<file path="config.mk">
export PLATFORM = sky130hd
export DESIGN_NAME = deskew_aligner
export DESIGN_NICKNAME = d
export VERILOG_FILES = /design/src/rtl/deskew_pkg.sv /design/src/rtl/lane_delay.sv /design/src/rtl/phase_tracker.sv /design/src/rtl/align_ctrl.sv /design/src/rtl/deskew_aligner.sv
export SDC_FILE = /design/constraint.sdc
export NUM_CORES = 1
export LEC_CHECK = 0
export BUFFER_PORTS_ARGS = -buffer_cell sky130_fd_sc_hd__buf_2
export CAP_MARGIN = 20
export CORE_MARGIN = 4
export CORE_UTILIZATION = 35
export CTS_BUF_LIST = sky130_fd_sc_hd__clkbuf_4 sky130_fd_sc_hd__clkbuf_8 sky130_fd_sc_hd__clkbuf_16
export DETAILED_ROUTE_END_ITERATION = 7
export HOLD_SLACK_MARGIN = 0.05
export SLEW_MARGIN = 20
export SYNTH_ARGS = -nofsm -noshare
export SYNTH_HDL_FRONTEND = slang
export SYNTH_SLANG_ARGS = --single-unit
</file>
<file path="constraint.sdc">
create_clock -name clk_i -period 9.6 [get_ports clk_i]
set_clock_uncertainty 0.05 [all_clocks]
set_input_delay 0.96 -clock clk_i [delete_from_list [all_inputs] [get_ports clk_i]]
set_output_delay 0.96 -clock clk_i [all_outputs]
set_load 0.01 [all_outputs]
</file>
<file path="src/rtl/deskew_pkg.sv">
package deskew_pkg;

    // Alignment controller states
    typedef enum logic [2:0] {
        S_HUNT    = 3'd0,
        S_COLLECT = 3'd1,
        S_APPLY   = 3'd2,
        S_VERIFY  = 3'd3,
        S_LOCKED  = 3'd4
    } align_state_e;

endpackage

</file>
<file path="src/rtl/lane_delay.sv">
module lane_delay #(
    parameter int DEPTH = 8,
    localparam int TW = $clog2(DEPTH)
) (
    input  logic          clk_i,
    input  logic          rst_i,
    input  logic          din_i,
    input  logic [TW-1:0] tap_i,
    output logic          raw_o,
    output logic          sel_o
);
    logic [DEPTH-1:0] hist_q;

    always_ff @(posedge clk_i) begin
        if (rst_i) hist_q <= '0;
        else       hist_q <= {hist_q[DEPTH-2:0], din_i};
    end

    assign raw_o = hist_q[0];
    assign sel_o = hist_q[tap_i];
endmodule

</file>
<file path="src/rtl/phase_tracker.sv">
module phase_tracker #(
    parameter int PD_LIMIT = 8,
    parameter int PH_W     = 3,
    localparam int CW = $clog2(PD_LIMIT)
) (
    input  logic            clk_i,
    input  logic            rst_i,
    input  logic            en_i,
    input  logic            d_prev_i,
    input  logic            d_cur_i,
    input  logic            e_cur_i,
    output logic [PH_W-1:0] phase_o
);
    localparam logic [PH_W-1:0] PH_MID = PH_W'(1 << (PH_W - 1));
    localparam logic [PH_W-1:0] PH_MAX = '1;
    localparam logic [CW-1:0]   CNT_TOP = CW'(PD_LIMIT - 1);

    logic [CW-1:0] early_q, late_q;
    logic          trans, is_early, is_late;

    assign trans    = d_prev_i ^ d_cur_i;
    assign is_early = trans && (e_cur_i == d_prev_i);
    assign is_late  = trans && (e_cur_i == d_cur_i);

    always_ff @(posedge clk_i) begin
        if (rst_i) begin
            early_q <= '0;
            late_q  <= '0;
            phase_o <= PH_MID;
        end else if (!en_i) begin
            early_q <= '0;
            late_q  <= '0;
        end else if (is_early) begin
            if (early_q == CNT_TOP) begin
                early_q <= '0;
                late_q  <= '0;
                if (phase_o != PH_MAX) phase_o <= phase_o + 1'b1;
            end else begin
                early_q <= early_q + 1'b1;
            end
        end else if (is_late) begin
            if (late_q == CNT_TOP) begin
                early_q <= '0;
                late_q  <= '0;
                if (phase_o != '0) phase_o <= phase_o - 1'b1;
            end else begin
                late_q <= late_q + 1'b1;
            end
        end
    end


    phase_step_chk: assert property (@(posedge clk_i) disable iff (rst_i)
        1'b1 |=> (phase_o == $past(phase_o)) ||
                 ({1'b0, phase_o} == {1'b0, $past(phase_o)} + 1'b1) ||
                 ({1'b0, $past(phase_o)} == {1'b0, phase_o} + 1'b1));


    frozen_phase_chk: assert property (@(posedge clk_i) disable iff (rst_i)
        !en_i |=> $stable(phase_o));
endmodule

</file>
<file path="src/rtl/align_ctrl.sv">
module align_ctrl
    import deskew_pkg::*;
#(
    parameter int LANES      = 9,
    parameter int DLY_TAPS   = 8,
    parameter int LOCK_WORDS = 3,
    localparam int TW = $clog2(DLY_TAPS),
    localparam int GW = $clog2(LOCK_WORDS + 1)
) (
    input  logic                  clk_i,
    input  logic                  rst_i,
    input  logic                  retrain_i,
    input  logic [LANES-1:0]      raw_i,
    input  logic [LANES-1:0]      aligned_i,
    output logic [LANES*TW-1:0]   taps_o,
    output logic                  track_en_o,
    output logic                  locked_o
);
    align_state_e   state, state_n;
    logic [TW-1:0]  win_q;
    logic [LANES-1:0] seen_q;
    logic [TW-1:0]  arr_q [LANES];
    logic [GW-1:0]  good_q;
    logic [TW-1:0]  max_arr;
    logic           all_ones, any_one, all_seen;

    assign all_ones = &aligned_i;
    assign any_one  = |aligned_i;
    assign all_seen = &seen_q;

    always_comb begin
        max_arr = '0;
        for (int i = 0; i < LANES; i++)
            if (arr_q[i] > max_arr) max_arr = arr_q[i];
    end

    // next-state logic
    always_comb begin
        state_n = state;
        unique case (state)
            S_HUNT:    if (|raw_i) state_n = S_COLLECT;
            S_COLLECT: if (win_q == TW'(DLY_TAPS - 1)) state_n = S_APPLY;
            S_APPLY:   state_n = all_seen ? S_VERIFY : S_HUNT;
            S_VERIFY: begin
                if (all_ones) begin
                    if (good_q == GW'(LOCK_WORDS - 1)) state_n = S_LOCKED;
                end else if (any_one) begin
                    state_n = S_HUNT;
                end
            end
            S_LOCKED:  state_n = S_LOCKED;
            default:   state_n = S_HUNT;
        endcase
        if (retrain_i) state_n = S_HUNT;
    end

    // state register
    always_ff @(posedge clk_i) begin
        if (rst_i) state <= S_HUNT;
        else       state <= state_n;
    end

    // arrival capture, tap load, verify count
    always_ff @(posedge clk_i) begin
        if (rst_i) begin
            win_q  <= '0;
            seen_q <= '0;
            good_q <= '0;
            taps_o <= '0;
            for (int i = 0; i < LANES; i++) arr_q[i] <= '0;
        end else begin
            unique case (state)
                S_HUNT: begin
                    win_q  <= TW'(1);
                    seen_q <= raw_i;
                    for (int i = 0; i < LANES; i++) arr_q[i] <= '0;
                end
                S_COLLECT: begin
                    win_q <= win_q + 1'b1;
                    for (int i = 0; i < LANES; i++)
                        if (raw_i[i] && !seen_q[i]) begin
                            seen_q[i] <= 1'b1;
                            arr_q[i]  <= win_q;
                        end
                end
                S_APPLY: begin
                    good_q <= '0;
                    if (all_seen)
                        for (int i = 0; i < LANES; i++)
                            taps_o[i*TW +: TW] <= max_arr - arr_q[i];
                end
                S_VERIFY: if (all_ones) good_q <= good_q + 1'b1;
                default: ;
            endcase
        end
    end

    // outputs
    always_ff @(posedge clk_i) begin
        if (rst_i) locked_o <= 1'b0;
        else       locked_o <= (state_n == S_LOCKED);
    end

    assign track_en_o = (state == S_LOCKED);


    lock_rise_chk: assert property (@(posedge clk_i) disable iff (rst_i)
        $rose(locked_o) |-> ($past(state) == S_VERIFY));


    retrain_unlock_chk: assert property (@(posedge clk_i) disable iff (rst_i)
        retrain_i |=> !locked_o);


    tap_hold_chk: assert property (@(posedge clk_i) disable iff (rst_i)
        (state != S_APPLY) |=> $stable(taps_o));
endmodule

</file>
<file path="src/rtl/deskew_aligner.sv">
module deskew_aligner #(
    parameter int LANES      = 9,
    parameter int DLY_TAPS   = 8,
    parameter int PD_LIMIT   = 8,
    parameter int PH_W       = 3,
    parameter int LOCK_WORDS = 3,
    localparam int TW = $clog2(DLY_TAPS)
) (
    input  logic                  clk_i,
    input  logic                  rst_i,
    input  logic [LANES-1:0]      rx_data_i,
    input  logic [LANES-1:0]      rx_edge_i,
    input  logic                  retrain_i,
    output logic [LANES-1:0]      word_o,
    output logic                  locked_o,
    output logic [LANES*PH_W-1:0] fine_phase_o
);
    logic [LANES-1:0]    raw_bits, sel_bits;
    logic [LANES*TW-1:0] taps;
    logic                track_en;

    for (genvar g = 0; g < LANES; g++) begin : g_lane
        lane_delay #(.DEPTH(DLY_TAPS)) u_dly (
            .clk_i (clk_i),
            .rst_i (rst_i),
            .din_i (rx_data_i[g]),
            .tap_i (taps[g*TW +: TW]),
            .raw_o (raw_bits[g]),
            .sel_o (sel_bits[g])
        );
        phase_tracker #(.PD_LIMIT(PD_LIMIT), .PH_W(PH_W)) u_pd (
            .clk_i    (clk_i),
            .rst_i    (rst_i),
            .en_i     (track_en),
            .d_prev_i (raw_bits[g]),
            .d_cur_i  (rx_data_i[g]),
            .e_cur_i  (rx_edge_i[g]),
            .phase_o  (fine_phase_o[g*PH_W +: PH_W])
        );
    end

    align_ctrl #(
        .LANES(LANES), .DLY_TAPS(DLY_TAPS), .LOCK_WORDS(LOCK_WORDS)
    ) u_ctrl (
        .clk_i      (clk_i),
        .rst_i      (rst_i),
        .retrain_i  (retrain_i),
        .raw_i      (raw_bits),
        .aligned_i  (sel_bits),
        .taps_o     (taps),
        .track_en_o (track_en),
        .locked_o   (locked_o)
    );

    always_ff @(posedge clk_i) begin
        if (rst_i) word_o <= '0;
        else       word_o <= sel_bits;
    end


    reset_chk: assert property (@(posedge clk_i)
        rst_i |=> (word_o == '0) && !locked_o);
endmodule

</file>
==> results by group <==
CTS
  – Clock Latency Late Sink: 0.50 ns
  – Max clock buf depth: 3
  – CTS root buffer: clkbuf_16
  – H-tree levels: 1
  – CTS buffer count: 24
  – CTS Sinks: 234
  – TritonCTS clock tree: built
  – Worst-path clk slew: 0.06 ns

Critical path
  – Worst reg2reg path endpoint: u_ctrl.taps_o[17]
  – Crit path max fanout: 6
  – Buffers & Inverters on Critical Path: 19
  – R2R Path Start: u_ctrl.arr_q[0][1]
  – Register-to-register setup slack: -0.31 ns
  – Crit-path most repeated cell: buf_4
  – CP max stage cell: edfxtp_1
  – Crit path capture type: flop
  – Max incr delay on CP: 0.40 ns
  – Worst reg2reg path depth: 60
  – Worst path arrival time: 10.27 ns
  – Required time worst endpoint: 9.96 ns
  – Crit path kind: flop to flop
  – Critical path's top delay family: compound AO/OA/AOI/OAI gates
  – Critical Path Start Type: flop

Die
  – Die width: 188 um
  – Core ar.: 31,800 um^2
  – Initial core utilization: 35.8%
  – I/O pin cnt: 58
  – DIE HEIGHT: 188 um
  – Die area: 35,400 um^2
  – Row cnt: 65

Yosys
  – Distinct cell type count after synthesis: 62
  – Avg Cell Area, Syn: 9.86 um^2
  – Most frequent cell after synthesis: dfxtp_1
  – Post-synth ARST share: 0%
  – Post-Syn Area: 11,400 um^2
  – Synth warn: 0
  – Number of synthesized flops with an enable pin: 27
  – Post-synthesis register bit count: 234
  – Post-synth top cells: 207 x dfxtp_1, 179 x nor2_1, 92 x nor2b_1
  – Mapped Nets: 1,264
  – Yosys top cell area share: 36.4%
  – Largest area contributor in the netlist: dfxtp_1
  – Synth top area cells: dfxtp_1 36%, ha_1 7.9%, edfxtp_1 7.1%
  – Post-synthesis sequential area ratio: 43.6%
  – Main synth FF type: dfxtp_1
  – Syn Inst Count: 1,153

Detailed routing
  – Routed Antenna Nets: 0
  – Vias per cell: 4.95
  – Vias after detailed routing: 8,561
  – DR pass1 iterations: 5
  – DR WL/cell: 14.4 um
  – 1st-iter DRT viols: 315
  – Drt total wl: 24,900 um
  – Residual DRC: 0

Power and ir drop
  – Maximum VDD drop: 0.602 mV
  – P_sw: 2.15 mW
  – Gate power share: 63.1%
  – Sequential power share: 18.5%
  – Int Pwr: 3.38 mW
  – Clock power frac: 18.4%
  – Sw Share: 38.9%
  – PwrDens: 395 nW/um^2
  – Power Total: 5.53 mW
  – Leakage power: 5.50 nW

Worst hold path
  – HP Class: flop to flop
  – Worst Hold End: g_lane[7].u_dly.hist_q[2]
  – Hold Crit Depth: 1
  – HP Start: g_lane[7].u_dly.hist_q[1]

Status
  – Status: finished with violations
  – Failing checks: negative setup slack

GRT
  – Grt total ovfl: 0
  – GRT Util Overall: 13.7%
  – Initial antenna violation count: 0
  – First-pass GRT wire length: 41,500 um
  – Pin count of the biggest net entering global routing: 64
  – Vias in the first global route: 8,277

Timing
  – Worst-Margin Slew: 0.800 ns
  – Worst Hold Slack: 0.411 ns
  – Tcrit/Tclk final: 103%
  – Slew HR: 45.2%
  – RSZ-0062 raised after global routing: yes
  – Final worst path period need: 9.91 ns
  – Final WS setup: -0.310 ns
  – Final-report setup violation count: 15
  – Pins Over Slew Limit: 0
  – Final hold vios: 0
  – Fmax: 101 MHz
  – Setup TNS: -2.60 ns

Flow run
  – Max-Cap Viols: 0

Placement
  – Post-place setup slack: -0.303 ns
  – Final Wtd Congestion: 0.826
  – Buffers on Ports: 57
  – Final HPWL DP: 17,400 um

Layout
  – Layout cells sized above 1: 21.9%
  – Area grow syn2layout: 23.0%
  – Final core occ: 44.0%
  – Fillers: 2,990
  – # nets final: 1,388
  – Number of diodes: 0
-- worst register-to-register path: cells and delay by family (launching register included) --
kind / cells / cell delay [ns]
XOR/XNOR: 1 / 0.14
flip-flops: 1 / 0.40
adder cells (fa/ha/maj): 9 / 2.21
buffers and inverters: 19 / 2.24
AO/OA/AOI/OAI: 16 / 2.65
AND/OR/NAND/NOR: 14 / 1.79
multiplexers: 1 / 0.33
-- how the worst max path moves through the flow --
stage	startpoint	to	slack, ns	cells past startpoint
after floorplan	u_ctrl.arr_q[0][2]	u_ctrl.taps_o[23]	-0.02	50
after global placement	u_ctrl.arr_q[1][1]	u_ctrl.taps_o[8]	-0.02	54
after detailed placement	u_ctrl.arr_q[1][1]	u_ctrl.taps_o[11]	-0.30	52
after CTS	u_ctrl.arr_q[0][1]	u_ctrl.taps_o[17]	-0.08	54
after global routing	u_ctrl.arr_q[0][1]	u_ctrl.taps_o[17]	-0.88	55
final	u_ctrl.arr_q[0][1]	u_ctrl.taps_o[17]	-0.31	60
-- logic make-up (layout without fill, tap and decap cells) --
family,after synthesis,after routing,synth area share (%)
AOI/OAI and AO/OA,218,218,13.7
xor gates and xnor gates,26,26,2.00
adders and majority gates,90,90,11.1
buffers and inverters,85,227,2.99
DFF,234,234,43.6
muxes,56,56,6.93
and+or+nand+nor,444,444,19.7
-- flip-flops by register name, summed over array words and instances (netlist names) --
name,flops
u_ctrl.win_q,3
g_lane.u_pd.late_q,27
u_ctrl.arr_q,27
word_o,9
g_lane.u_pd.early_q,27
g_lane.u_dly.hist_q,72
u_ctrl.state,3
u_ctrl.good_q,2
g_lane.u_pd.phase_o,27
u_ctrl.seen_q,9
u_ctrl.taps_o,27
u_ctrl.locked_o,1
-- metrics by stage --
stage	cell area (um^2)	cells
after floorplan	11500	1153
after global placement	12600	1652
after detailed placement	12600	1652
after CTS	13800	1722
after global routing	14000	1730
final	14000	1730
-- cells in the final DEF (no fill, tap or decap), drive strengths merged, types with 7 or more instances in the layout --
| master | count |
|---|---|
| o22a | 18 |
| inv | 46 |
| nand3 | 30 |
| a211oi | 19 |
| xnor2 | 25 |
| nor2b | 92 |
| nor3 | 14 |
| dfxtp | 207 |
| mux2i | 36 |
| a21oi | 49 |
| and3 | 11 |
| nand2b | 36 |
| a22oi | 47 |
| clkbuf | 35 |
| fa | 18 |
| a21o | 19 |
| mux4 | 18 |
| a311oi | 9 |
| nand2 | 38 |
| ha | 72 |
| o41ai | 9 |
| o21a | 7 |
| nor2 | 179 |
| buf | 138 |
| nor4 | 13 |
| o21ai | 14 |
| edfxtp | 27 |
| o21bai | 8 |
-- layer usage --
layer / GRT usage, % / vias to the layer above / wire length, um
met4: 3.50 / 0 / 622
li1: - / 4352 / -
met3: 2.09 / 42 / 934
met2: 22.9 / 120 / 11500
met1: 18.6 / 4047 / 11800
met5: 0 / - / 0
-- cell type report --
cell class	instances	area, um^2	share of cell area [%]
repair buffers	138	936	6.69
clock buffers	35	767	5.48
clock inverters	9	130	0.930
multi-input cells	834	6490	46.4
inverters	45	169	1.21
well taps	435	544	3.89
flip-flops and latches	234	4950	35.4
-- power by group through the flow --
stage | Clock, mW | Combinational (mW) | Sequential (mW)
global route | 1.09 | 3.74 | 1.02
global placement | 0 | 2.48 | 1.04
floorplan | 0 | 1.78 | 1.03
CTS | 1.04 | 3.15 | 1.02
finish | 1.02 | 3.49 | 1.02
detailed placement | 0 | 2.52 | 1.04
-- repair_timing --
action                                  4_1_cts  5_1_grt
cloned                                        0        0
gates resized for setup                      31       25
pin swaps                                    35       35
endpoints found under the hold margin         0        0
endpoints found under the setup margin       18       27
setup buffers                                26        8
hold buffers                                  0        0
Power figures use the tool's default switching activity.
